`config.mk`:
```
export PLATFORM = sky130hd
export DESIGN_NAME = dma_burst_window
export DESIGN_NICKNAME = d
export VERILOG_FILES = /design/src/rtl/dbw_pkg.sv /design/src/rtl/dbw_ctrl_reg.sv /design/src/rtl/dbw_sequencer.sv /design/src/rtl/dbw_reg_bank.sv /design/src/rtl/dma_burst_window.sv
export SDC_FILE = /design/constraint.sdc
export NUM_CORES = 1
export LEC_CHECK = 0
export ABC_AREA = 1
export BUFFER_PORTS_ARGS = -buffer_cell sky130_fd_sc_hd__buf_4
export CAP_MARGIN = 20
export CORE_MARGIN = 2
export CORE_UTILIZATION = 65
export DETAILED_ROUTE_END_ITERATION = 8
export GPL_TIMING_DRIVEN = 1
export PLACE_DENSITY_LB_ADDON = 0.12
export RECOVER_POWER = 50
export SLEW_MARGIN = 20
export SYNTH_ARGS = -nofsm -noshare
export SYNTH_HDL_FRONTEND = slang
export SYNTH_HIERARCHICAL = 1
export SYNTH_SLANG_ARGS = --single-unit
```
`constraint.sdc`:
```
create_clock -name clk -period 4.5 [get_ports clk]
set_input_delay 0.225 -clock clk [delete_from_list [all_inputs] [get_ports clk]]
set_output_delay 0.225 -clock clk [all_outputs]
set_load 0.02 [all_outputs]
```
`src/rtl/dbw_pkg.sv`:
```
package dbw_pkg;

    // Start offset and length field widths, fixed by the control layout
    localparam int unsigned OFS_W   = 5;
    localparam int unsigned LEN_W   = 5;
    // Bit position of the length field inside the control word
    localparam int unsigned LEN_LSB = 8;
    // Counter width: holds any transfer count up to 2**LEN_W
    localparam int unsigned CNT_W   = OFS_W + 1;

    typedef struct packed {
        logic [LEN_W-1:0] len;
        logic [OFS_W-1:0] base;
    } ctrl_t;

    typedef struct packed {
        logic             active;
        logic             req;
        logic [CNT_W-1:0] idx;
    } seq_t;

endpackage

```
`src/rtl/dbw_ctrl_reg.sv`:
```
module dbw_ctrl_reg
    import dbw_pkg::*;
#(
    parameter int unsigned NUM_REGS = 8
) (
    input  logic             clk,
    input  logic             rst_n,
    input  logic             wr_en,
    input  logic [OFS_W-1:0] wr_base,
    input  logic [LEN_W-1:0] wr_len,
    output ctrl_t            ctrl
);

    localparam logic [CNT_W-1:0] NREG_C = CNT_W'(NUM_REGS);

    ctrl_t            ctrl_d, ctrl_q;
    logic [CNT_W-1:0] base_ext;
    logic [CNT_W-1:0] room;
    logic [CNT_W-1:0] len_ext;

    always_comb begin
        ctrl_d   = ctrl_q;
        base_ext = {1'b0, wr_base};
        len_ext  = {1'b0, wr_len};
        room     = '0;
        if (base_ext < NREG_C) begin
            room = NREG_C - base_ext - CNT_W'(1);
        end
        if (wr_en) begin
            ctrl_d.base = wr_base;
            if (base_ext >= NREG_C) begin
                ctrl_d.len = '0;
            end else if (len_ext > room) begin
                ctrl_d.len = room[LEN_W-1:0];
            end else begin
                ctrl_d.len = wr_len;
            end
        end
    end

    always_ff @(posedge clk or negedge rst_n) begin
        if (!rst_n) begin
            ctrl_q <= '0;
        end else begin
            ctrl_q <= ctrl_d;
        end
    end

    assign ctrl = ctrl_q;

endmodule

```
`src/rtl/dbw_sequencer.sv`:
```
module dbw_sequencer
    import dbw_pkg::*;
(
    input  logic             clk,
    input  logic             rst_n,
    input  logic             abort,
    input  logic             evt,
    input  logic             ack,
    input  logic [CNT_W-1:0] count,
    output logic             req,
    output logic [CNT_W-1:0] idx
);

    seq_t             st_d, st_q;
    logic [CNT_W-1:0] idx_inc;

    always_comb begin
        st_d    = st_q;
        idx_inc = st_q.idx + CNT_W'(1);
        if (abort) begin
            st_d = '0;
        end else if (evt) begin
            st_d.active = 1'b1;
            st_d.req    = 1'b1;
            st_d.idx    = '0;
        end else if (st_q.active) begin
            if (st_q.req && ack) begin
                st_d.idx = idx_inc;
                st_d.req = 1'b0;
                if (idx_inc >= count) begin
                    st_d.active = 1'b0;
                end
            end else if (!st_q.req) begin
                st_d.req = 1'b1;
            end
        end
    end

    always_ff @(posedge clk or negedge rst_n) begin
        if (!rst_n) begin
            st_q <= '0;
        end else begin
            st_q <= st_d;
        end
    end

    assign req = st_q.req;
    assign idx = st_q.idx;

endmodule

```
`src/rtl/dbw_reg_bank.sv`:
```
module dbw_reg_bank
    import dbw_pkg::*;
#(
    parameter int unsigned NUM_REGS = 8,
    parameter int unsigned DATA_W   = 16
) (
    input  logic              clk,
    input  logic              rst_n,
    input  logic              wr_en,
    input  logic [CNT_W-1:0]  ofs,
    input  logic [DATA_W-1:0] wdata,
    output logic [DATA_W-1:0] rdata
);

    localparam logic [CNT_W-1:0] NREG_C = CNT_W'(NUM_REGS);

    logic [DATA_W-1:0] regs_q [NUM_REGS];
    logic              hit;

    assign hit = (ofs < NREG_C);

    for (genvar i = 0; i < NUM_REGS; i++) begin : g_reg
        logic [DATA_W-1:0] val_d;
        logic              sel;

        assign sel = wr_en && hit && (ofs == CNT_W'(i));

        always_comb begin
            val_d = regs_q[i];
            if (sel) begin
                val_d = wdata;
            end
        end

        always_ff @(posedge clk or negedge rst_n) begin
            if (!rst_n) begin
                regs_q[i] <= '0;
            end else begin
                regs_q[i] <= val_d;
            end
        end
    end

    always_comb begin
        rdata = '0;
        for (int j = 0; j < NUM_REGS; j++) begin
            if (ofs == CNT_W'(j)) begin
                rdata = regs_q[j];
            end
        end
    end

endmodule

```
`src/rtl/dma_burst_window.sv`:
```
module dma_burst_window
    import dbw_pkg::*;
#(
    parameter int unsigned NUM_REGS  = 8,
    parameter int unsigned DATA_W    = 16,
    parameter int unsigned ADDR_W    = 5,
    parameter int unsigned CTRL_ADDR = 8,
    parameter int unsigned WIN_ADDR  = 9
) (
    input  logic              clk,
    input  logic              rst_n,
    input  logic              bus_sel,
    input  logic              bus_we,
    input  logic [ADDR_W-1:0] bus_addr,
    input  logic [DATA_W-1:0] bus_wdata,
    output logic [DATA_W-1:0] bus_rdata,
    input  logic              periph_evt,
    output logic              dma_req,
    input  logic              dma_ack
);

    localparam int unsigned CTRL_BITS = LEN_LSB + LEN_W;

    ctrl_t            ctrl;
    logic             is_direct;
    logic             is_ctrl;
    logic             is_win;
    logic             ctrl_wr;
    logic             bank_wr;
    logic [CNT_W-1:0] burst_cnt;
    logic [CNT_W-1:0] seq_idx;
    logic [CNT_W-1:0] tgt_ofs;
    logic [CNT_W-1:0] eff_ofs;
    logic [DATA_W-1:0] bank_rdata;
    logic [CTRL_BITS-1:0] ctrl_word;

    assign is_direct = (bus_addr < ADDR_W'(NUM_REGS));
    assign is_ctrl   = (bus_addr == ADDR_W'(CTRL_ADDR));
    assign is_win    = (bus_addr == ADDR_W'(WIN_ADDR));
    assign ctrl_wr   = bus_sel && bus_we && is_ctrl;
    assign bank_wr   = bus_sel && bus_we && (is_direct || is_win);

    assign burst_cnt = {1'b0, ctrl.len} + CNT_W'(1);
    assign tgt_ofs   = {1'b0, ctrl.base} + seq_idx;
    assign eff_ofs   = is_direct ? CNT_W'(bus_addr) : tgt_ofs;

    dbw_ctrl_reg #(
        .NUM_REGS (NUM_REGS)
    ) u_ctrl (
        .clk     (clk),
        .rst_n   (rst_n),
        .wr_en   (ctrl_wr),
        .wr_base (bus_wdata[OFS_W-1:0]),
        .wr_len  (bus_wdata[LEN_LSB +: LEN_W]),
        .ctrl    (ctrl)
    );

    dbw_sequencer u_seq (
        .clk   (clk),
        .rst_n (rst_n),
        .abort (ctrl_wr),
        .evt   (periph_evt),
        .ack   (dma_ack),
        .count (burst_cnt),
        .req   (dma_req),
        .idx   (seq_idx)
    );

    dbw_reg_bank #(
        .NUM_REGS (NUM_REGS),
        .DATA_W   (DATA_W)
    ) u_bank (
        .clk   (clk),
        .rst_n (rst_n),
        .wr_en (bank_wr),
        .ofs   (eff_ofs),
        .wdata (bus_wdata),
        .rdata (bank_rdata)
    );

    always_comb begin
        ctrl_word = '0;
        ctrl_word[OFS_W-1:0]          = ctrl.base;
        ctrl_word[LEN_LSB +: LEN_W]   = ctrl.len;
        bus_rdata = '0;
        if (bus_sel && !bus_we) begin
            if (is_ctrl) begin
                bus_rdata = DATA_W'(ctrl_word);
            end else if (is_direct || is_win) begin
                bus_rdata = bank_rdata;
            end
        end
    end

endmodule

```
== After elaboration in Yosys (flattened, before gate mapping) ==
Index checks and enable logic that the tools add are counted.

* Eq/ne operators: 9
* Reductions and logical operators: 20
* Magnitude comparators: 6
* Add/sub/neg operators: 5
* Muxes and demuxes: 22

{| class="wikitable"
|+ Operator list
! operator !! number
|-
| $mux 16 || 11
|-
| $eq 6x3->1 const B || 4
|-
| $mux 8 || 3
|-
| $mux 6 || 3
|-
| $logic_and 1x1->1 || 14
|-
| $eq 6x2->1 const B || 2
|-
| $eq 5x4->1 const B || 2
|-
| $lt 5x4->1 const B || 2
|-
| $mux 5 || 2
|-
| $add 5x1->6 const B || 1
|-
| $add 5x6->6 || 1
|-
| $add 6x1->6 const B || 1
|-
| $eq 6x1->1 const B || 1
|-
| $ge 6x6->1 || 1
|-
| $gt 5x6->1 || 1
|-
| $logic_not 6->1 || 1
|-
| $lt 6x4->1 const B || 1
|-
| $reduce_bool 3->1 || 2
|-
| $sub 4x5->6 const A || 1
|-
| $sub 6x1->6 const B || 1
|-
| $ge 5x4->1 const B || 1
|-
| $mux 1 || 3
|-
| $reduce_and 2->1 || 1
|-
| $logic_not 1->1 || 1
|-
| $logic_or 1x1->1 || 1
|}

* Flip-flop bits (word level): 146
* Word-level logic and storage cells: 75
* Output and inout port bits: 17

== Longest topological paths before layout ==
Gate-level depths: netlist of the first run.

* Depth in word-level cells: 14
* Depth in mapped cells: 20

== Cells and area by module ==
Netlist of the first run, hierarchy kept.

{| class="wikitable"
|+ Modules (own cells, without submodules)
! module !! times used !! sequential area each (µm²) !! cells each !! area each (µm²)
|-
| dbw_reg_bank || 1 || 3,203.1 || 716 || 6,039.5
|-
| dbw_ctrl_reg || 1 || 250.2 || 88 || 699.4
|-
| dbw_sequencer || 1 || 200.2 || 89 || 649.4
|-
| dma_burst_window || 1 || 0.0 || 117 || 611.8
|}

== Worst setup path before layout of the first run ==
OpenSTA, ideal clock, no wires.

* Path kind: register to output
* From: register u_seq.st_q (netlist bit u_seq/idx[0])
* To: output bus_rdata[8]
* Data required time: 4.275 ns
* Buffers on the path: 2
* Stages on the path, launching flop included: 15
* Path slack: 1.207 ns
* Arrival: 3.068 ns
* Cells stage by stage: dfrtp_1 -> buf_4 -> ha_1 -> inv_1 -> fa_1 -> o21ai_0 -> nand2_2 -> nor3_4 -> buf_2 -> nand2_1 -> nand3_1 -> nand2_1 -> nand3_1 -> nand2_1 -> a21oi_1

* Cells in the longest elaborated chain, start to end: 14
* Elaborated cells on any way between the ends: 21
* Those cells by class: add/sub (1); eq/ne (7); mux (12); reduce/logical (1)

{| class="wikitable"
|+ RTL lines
! element !! line !! text
|-
| start, declared || dbw_sequencer.sv:14 || <nowiki>seq_t st_d, st_q;</nowiki>
|-
| start signal, assigned || dbw_sequencer.sv:43 || <nowiki>st_q <= st_d;</nowiki>
|-
| $add 5x6->6 * || dma_burst_window.sv:44 || <nowiki>assign tgt_ofs = {1'b0, ctrl.base} + seq_idx;</nowiki>
|-
| $mux 6 * || dma_burst_window.sv:45 || <nowiki>assign eff_ofs = is_direct ? CNT_W'(bus_addr) : tgt_ofs;</nowiki>
|-
| net eff_ofs[1] || dma_burst_window.sv:33 || <nowiki>logic [CNT_W-1:0] eff_ofs;</nowiki>
|-
| $logic_not 6->1 || dbw_reg_bank.sv:47 || <nowiki>if (ofs == CNT_W'(j)) begin</nowiki>
|-
| $mux 16 (7 in series) || dbw_reg_bank.sv:47 ||
|-
| $mux 16 * || dbw_reg_bank.sv:47 ||
|-
| net bank_rdata[8] || dma_burst_window.sv:34 || <nowiki>logic [DATA_W-1:0] bank_rdata;</nowiki>
|-
| $mux 16 * || dma_burst_window.sv:89 || <nowiki>end else if (is_direct || is_win) begin</nowiki>
|-
| $mux 16 * || dma_burst_window.sv:87 || <nowiki>if (is_ctrl) begin</nowiki>
|-
| $mux 16 * || dma_burst_window.sv:86 || <nowiki>if (bus_sel && !bus_we) begin</nowiki>
|-
| end, declared || dma_burst_window.sv:16 || <nowiki>output logic [DATA_W-1:0] bus_rdata,</nowiki>
|}

Mark *: on every way through the listed nets, which the timed path passes. The rest lies on a longest branch.

== Final worst setup path of the first run ==
* From: register u_seq.st_q (netlist bit u_seq/idx[0])
* To: output bus_rdata[0]

Same word-level chain as after synthesis.

==> results.json, run 1 <==
{
  "core_area_um2": 12000,
  "drive_gt1_share_pct": 16.5,
  "grt_pass1_wl_um": 33800,
  "overflow": 0,
  "p_seq_share_pct": 43.2,
  "slew_violations": 112,
  "max_freq_ghz": 0.238,
  "p_sw_share_pct": 32.5,
  "num-fill-cells": 913,
  "max_stage_delay_ns": 0.48,
  "drt.antenna.violating_nets": 0,
  "rows": 40,
  "violations": "max-capacitance violations, max-slew violations",
  "syn_avg_cell_area_um2": 7.92,
  "multi_input_area_um2": 3640,
  "clock_sinks": 146,
  "start_util_pct": 66.6,
  "p_total_uw": 3920,
  "worst_slack_ns": 0.291,
  "synthCells": 1010,
  "r2r_end": "u_bank/regs_q[42]",
  "arrival_ns": 3.98,
  "port_buffers": 43,
  "endpoint_kind": "output pin",
  "rsz0062_at_grt": "true",
  "yosys_warnings": 6,
  "grt_max_degree": 110,
  "critPathTopFamily": "simple AND/OR/NAND/NOR gates",
  "dpl_worst_slack_ns": 0.677,
  "clockBufferDepth": 2,
  "clk_latency_ns": 0.43,
  "synth_area_um2": 8000,
  "post-route-util_pct": 74.1,
  "pwr-share-clk_pct": 36.6,
  "internal-power_uw": 2650,
  "syn_nets": 1058,
  "holdPathStages": 3,
  "p_leak_uw": 0.00431,
  "hold_violations": 0,
  "nets": 1082,
  "viasPerCell": 5.79,
  "wire_per_inst_um": 17.5,
  "die_area_um2": 13200,
  "tritoncts": "done",
  "max_slew_margin_pct": -31.4,
  "timing.rr.start": "u_seq/idx[0]",
  "cts_htree_levels": 4,
  "fin_crit_ns": 4.21,
  "dp.final_hpwl_um": 13800,
  "power_switching_uw": 1270,
  "synth_seq_cells": 146,
  "regToRegSetupSlack_ns": 0.82,
  "critPathRequiredTime_ns": 4.28,
  "holdPathEnd": "u_ctrl/ctrl[2]",
  "clkTransAtPathRegs_ns": 0.06,
  "worst_pin_slew_ns": 1.97,
  "antenna_found_initial": 0,
  "dpl_cell_area_um2": 8270,
  "drc": 0,
  "seq_area_frac_synth_pct": 45.7,
  "slowest_stage": "dfrtp_1",
  "final_cells": 1194,
  "crit_type": "reg2out",
  "hold_path.class": "in2reg",
  "finalSetupViolations": 0,
  "yosys.area.top_type_share_pct": 45.7,
  "power.density_nw_per_um2": 440,
  "num_antenna_cells": 0,
  "register_area_um2": 3650,
  "grt_pass1_vias": 6509,
  "crit_top_cell": "nand2_1",
  "pwr-share-comb_pct": 20.1,
  "status": "finished with violations",
  "synth_top_cell_by_area": "dfrtp_1",
  "yosys-top-cells-area": "dfrtp_1 46%, nand2_1 14%, o21ai_0 5.3%",
  "place_congestion": 0.919,
  "peakVddDrop_mv": 0.371,
  "layout_worst_path_cycle_share_pct": 93.5,
  "place_inst": 1158,
  "final_area_um2": 8910,
  "cts-buffers-inserted": 17,
  "cts.root.buffer_cell": "clkbuf_16",
  "wl_um": 20900,
  "startpoint_type": "flip-flop",
  "drt_pre_antenna_iters": 8,
  "area_growth_pct": 11.3,
  "cp_cell_sequence": "ha_1 -> inv_1 -> fa_1 -> inv_1 -> nand3_1 -> nand2_1 -> nand2_1 -> nor3b_1 -> nor2_4 -> nand2_1 -> nor2_4 -> buf_4 -> nor2_1 -> nand4_1 -> nand2_1 -> nand2_1 -> nand2_1 -> a21oi_1 -> buf_4",
  "yosysUniqueCellTypes": 39,
  "finClkSkew_ns": 0.00669,
  "grtUsageTotal_pct": 33.4,
  "fp.dieH_um": 115,
  "ios": 44,
  "reg2reg_depth": 14,
  "path_max_fanout": 20,
  "max-cap-violations": 2,
  "dieWidth_um": 115,
  "vias": 6910,
  "hold_path_startpoint": "bus_wdata[2]",
  "critPathBufInv": 4,
  "drt_iter0_markers": 753
}
## cell usage after synthesis
master and count:
buf_6 6, nor2_2 6, or2_2 4, nand4_1 54
a22oi_1 1, clkbuf_2 1, ha_1 20, nand2_4 5
clkbuf_1 15, nor2_4 10, nand3_4 1, nand3_1 31
a21boi_1 1, or2_0 2, and2_1 2, inv_2 10
nor3_4 2, clkinv_1 1, xor2_1 5, fa_1 1
buf_2 21, nand2_2 12, xnor2_1 1, nand2_1 305
o21ai_0 85, nor3b_1 1, and3_2 1, buf_4 8
clkinv_2 1, o21ai_1 30, nor3_1 2, nor2_1 68
o21ai_2 32, nand3_2 3, o21bai_2 1, dfrtp_1 146
buf_12 1, inv_1 95, a21oi_1 19
## metal layers
layer  GRT usage (%)  wire length (µm)
met5               0                 0
met4            13.0               729
met3            6.33              1390
met2            53.1             10000
met1            45.8              8790
## per-stage QoR
| step | TNS, ns | hold slack [ns] |
|---|---|---|
| after detailed placement | 0 | 0.439 |
| after global placement | 0 | 0.433 |
| after global routing | -0.0335 | 0.0409 |
| after CTS | 0 | 0.0142 |
| final | 0 | 0.0206 |
| after floorplan | 0 | -0.0706 |
## registers in the layout (all words and copies together), names as in the netlist
name and cells:
u_bank/regs_q 128, u_ctrl/ctrl 10, u_seq/idx 6, u_seq/req 1
u_seq/st_q 1
## kinds of logic (layout without fill, tap and decap cells)
logic type,count (synthesis),in the layout,synth area share (%)
buffers and inverters,159,196,8.96
AND/OR/NAND/NOR,509,509,29.1
AO/OA/AOI/OAI,169,169,12.2
flip-flops,146,146,45.7
XOR/XNOR,6,6,0.657
adder cells (fa/ha/maj),21,21,3.38
## how the worst max path moves through the flow
stage	startpoint	to	slack [ns]	cells after the start
2_1_floorplan	u_seq/idx[0]	bus_rdata[8]	1.21	14
3_3_place_gp	u_seq/idx[0]	bus_rdata[0]	0.75	16
3_5_place_dp	u_seq/idx[0]	bus_rdata[0]	0.68	16
4_1_cts	u_seq/idx[0]	bus_rdata[0]	0.18	16
5_1_grt	u_seq/idx[0]	bus_rdata[0]	-0.03	19
6_report	u_seq/idx[0]	bus_rdata[0]	0.29	19
## final cells by class
type                    count  share of cell area (%)
clock buffers              17                    4.78
clock inverters            15                    1.95
inverters                 107                    4.52
multi-input cells         705                    40.8
flip-flops and latches    146                    41.0
well taps                 147                    2.07
repair buffers             57                    4.82
## power groups by stage
stage / registers [µW] / clock network [µW] / logic [µW]
2_1_floorplan: 1660 / 0 / 552
3_3_place_gp: 1700 / 0 / 745
3_5_place_dp: 1700 / 0 / 771
4_1_cts: 1690 / 1450 / 778
5_1_grt: 1720 / 1510 / 893
6_report: 1690 / 1440 / 789
## placed cells by master, fill, tap and decap left out, drive strengths merged
cell / synthesis / final
xor2: 5 / 5
buf: 36 / 52
clkinv: 2 / 6
fa: 1 / 1
dlygate4sd3: 0 / 1
nor3b: 1 / 1
and2: 2 / 2
ha: 20 / 20
a22oi: 1 / 1
clkbuf: 16 / 21
bufinv: 0 / 2
a21oi: 19 / 19
o21bai: 1 / 1
and3: 1 / 1
nand2: 322 / 322
inv: 105 / 111
o21ai: 147 / 147
nor3: 4 / 4
a21boi: 1 / 1
nand3: 35 / 35
nor2: 84 / 84
clkinvlp: 0 / 3
xnor2: 1 / 1
or2: 6 / 6
nand4: 54 / 54
dfrtp: 146 / 146
## worst min-delay path: stages
cell     delay, ns
buf_4         0.09
nand2_1       0.05
nand2_1       0.05
## repair_timing
| item | 4_1_cts | 5_1_grt |
|---|---|---|
| resized for setup | 0 | 1 |
| endpoints found under the setup margin | 0 | 8 |
| setup buffers | 0 | 2 |
| endpoints found under the hold margin | 33 | 0 |
| hold buffers | 1 | 0 |
Power figures use the tool's default switching activity.
==> run 2: changes to the inputs <==
- CORE_UTILIZATION: 65 -> 35
- HOLD_SLACK_MARGIN: not set -> 0.15
- clock period: 4.5 -> 4.3 ns (I/O delays scaled with it)
==> run 2 against run 1 <==
The flow still finishes with violations (max-capacitance violations, max-slew violations). Flip-flop and latch count stayed put. Via count decreased by 4.3%. Power rose by 5.1%. Worst hold slack improved by 0.17 ns. Clock power grew 6%. Clock skew increased by 0.0044 ns. Clock-buffer cell count unchanged. Die area increased by 82%. Register-to-register slack better by 0.06 ns. First-iteration DRC count shrank 48%. Critical path type unchanged. Largest cell class unchanged.
==> results.json, run 2 (synthesis results as in run 1) <==
{
  "max_stage_delay_ns": 0.55,
  "power.density_nw_per_um2": 447,
  "place_inst": 1305,
  "final_cells": 1350,
  "max-cap-violations": 1,
  "slowest_stage": "nand3_1",
  "final_area_um2": 9220,
  "overflow": 0,
  "grt_max_degree": 69,
  "clockBufferDepth": 2,
  "finClkSkew_ns": 0.0111,
  "antenna_found_initial": 0,
  "grt_pass1_vias": 6535,
  "p_total_uw": 4120,
  "ios": 44,
  "cts_htree_levels": 4,
  "critPathRequiredTime_ns": 4.09,
  "drt_iter0_markers": 389,
  "max_slew_margin_pct": -24.1,
  "tritoncts": "done",
  "violations": "max-capacitance violations, max-slew violations",
  "critPathBufInv": 4,
  "endpoint_kind": "output pin",
  "viasPerCell": 4.90,
  "slew_violations": 69,
  "largest_register": "u_bank/regs_q",
  "vias": 6614,
  "rsz0062_at_grt": "false",
  "grt_pass1_wl_um": 37500,
  "p_leak_uw": 0.00439,
  "dp.final_hpwl_um": 16100,
  "wire_per_inst_um": 16.8,
  "layout_worst_path_cycle_share_pct": 92.9,
  "final_cell_mix": "305 x nand2_1, 146 x dfrtp_1, 97 x inv_1",
  "grtUsageTotal_pct": 20.2,
  "dieWidth_um": 155,
  "max_freq_ghz": 0.250,
  "status": "finished with violations",
  "rows": 55,
  "path_max_fanout": 12,
  "postCtsSetupBuffers": 0,
  "hold_violations": 0,
  "critPathTopFamily": "simple AND/OR/NAND/NOR gates",
  "nets": 1100,
  "final.setup.tns_ns": 0,
  "drt_pre_antenna_iters": 5,
  "fp.dieH_um": 155,
  "area_growth_pct": 15.2,
  "drive_gt1_share_pct": 16.7,
  "final_common_cell": "nand2_1",
  "dpl_cell_area_um2": 8510,
  "crit_type": "reg2out",
  "port_buffers": 43,
  "num_antenna_cells": 0,
  "peakVddDrop_mv": 0.208,
  "cts.root.buffer_cell": "clkbuf_16",
  "core_area_um2": 22600,
  "finalSetupViolations": 0,
  "drt.antenna.violating_nets": 0,
  "num-fill-cells": 2336,
  "largest_reg_flops": 128,
  "clk_latency_ns": 0.44,
  "wl_um": 22700,
  "arrival_ns": 3.78,
  "place_congestion": 0.825,
  "clock_sinks": 146,
  "startpoint_type": "flip-flop",
  "die_area_um2": 24100,
  "worst_pin_slew_ns": 1.86,
  "cp_cell_sequence": "ha_1 -> inv_1 -> fa_1 -> o21ai_0 -> buf_4 -> inv_2 -> nor2_4 -> nand3_1 -> nor2_1 -> nor2_1 -> nand3_1 -> nand2_1 -> nand3_1 -> nand2_1 -> nor2_1 -> buf_4",
  "drc": 0,
  "start_util_pct": 35.4,
  "cts-buffers-inserted": 17,
  "hold_path.class": "in2reg",
  "fin_crit_ns": 3.99,
  "clkTransAtPathRegs_ns": 0.07
}
run 2: cell count changes in the layout (fill, tap and decap cells not counted), moves of 2 or more:
cell           delta
dlygate4sd3_1    +12
inv_8             +3
o21ai_1           -2
buf_4             +6
clkbuf_2          +2
clkinvlp_4        -3
o21ai_0           +2
clkinv_4          -2
run 2: area by class of cell:
cell class / count / area [µm²] / share of cell area [%]
clock inverters: 15 / 168 / 1.82
inverters: 107 / 405 / 4.40
flip-flops and latches: 146 / 3650 / 39.6
multi-input cells: 705 / 3630 / 39.4
clock buffers: 17 / 425 / 4.61
well taps: 285 / 357 / 3.87
repair buffers: 75 / 581 / 6.30
run 2: power breakdown:
group / leakage, µW / switching (µW) / internal (µW) / total [µW]
sequential: 0.00196 / 146 / 1620 / 1760
combinational: 0.00213 / 549 / 290 / 839
clock: 0.000297 / 688 / 831 / 1520
run 2: repair_timing:
| action | in CTS | in global routing |
|---|---|---|
| endpoints found under the hold margin | 78 | 0 |
| gates resized for setup | 0 | 1 |
| endpoints found under the setup margin | 0 | 3 |
| hold buffers | 13 | 0 |
run 2: path summary, 6_finish.rpt:
kind | from | depth (start not counted) | to | slack [ns]
worst max-delay path | u_seq/idx[0] | 16 | bus_rdata[6] | 0.31
worst min-delay path | dma_ack | 5 | u_seq/idx[1] | 0.19
worst max register to register | u_seq/idx[0] | 12 | u_bank/regs_q[112] | 0.88
worst min register to register | u_bank/regs_q[35] | 2 | u_bank/regs_q[35] | 0.48
max in group asynchronous | rst_n | 3 | u_ctrl/ctrl[6] | 1.54
min in group asynchronous | rst_n | 2 | u_bank/regs_q[111] | 0.83
run 2: worst reg2reg max path, cell delays in order (launching register included):
cell and delay (ns):
dfrtp_1 0.47, ha_1 0.22, inv_1 0.06, fa_1 0.48
o21ai_0 0.09, buf_4 0.17, nor2_2 0.55, nand2_2 0.18
nor2_4 0.19, nand2_1 0.39, buf_4 0.36, nand2_1 0.07
o21ai_0 0.08
run 2: per-stage QoR:
step	hold slack, ns	setup slack, ns	utilization, %
detailed placement	0.289	0.758	37.7
CTS	0.176	0.272	40.9
global placement	0.289	0.723	37.7
finish	0.190	0.305	40.8
floorplan	-0.0806	1.02	-
global route	0.197	0.00679	40.8
run 2: routing by layer:
metal / track usage (%) / wire [µm] / part of all wire [%]
met3: 4.37 / 1070 / 4.7
met2: 31.2 / 10300 / 45
met5: 0 / 0 / 0
met1: 29.5 / 11200 / 49
met4: 3.84 / 161 / 0.71
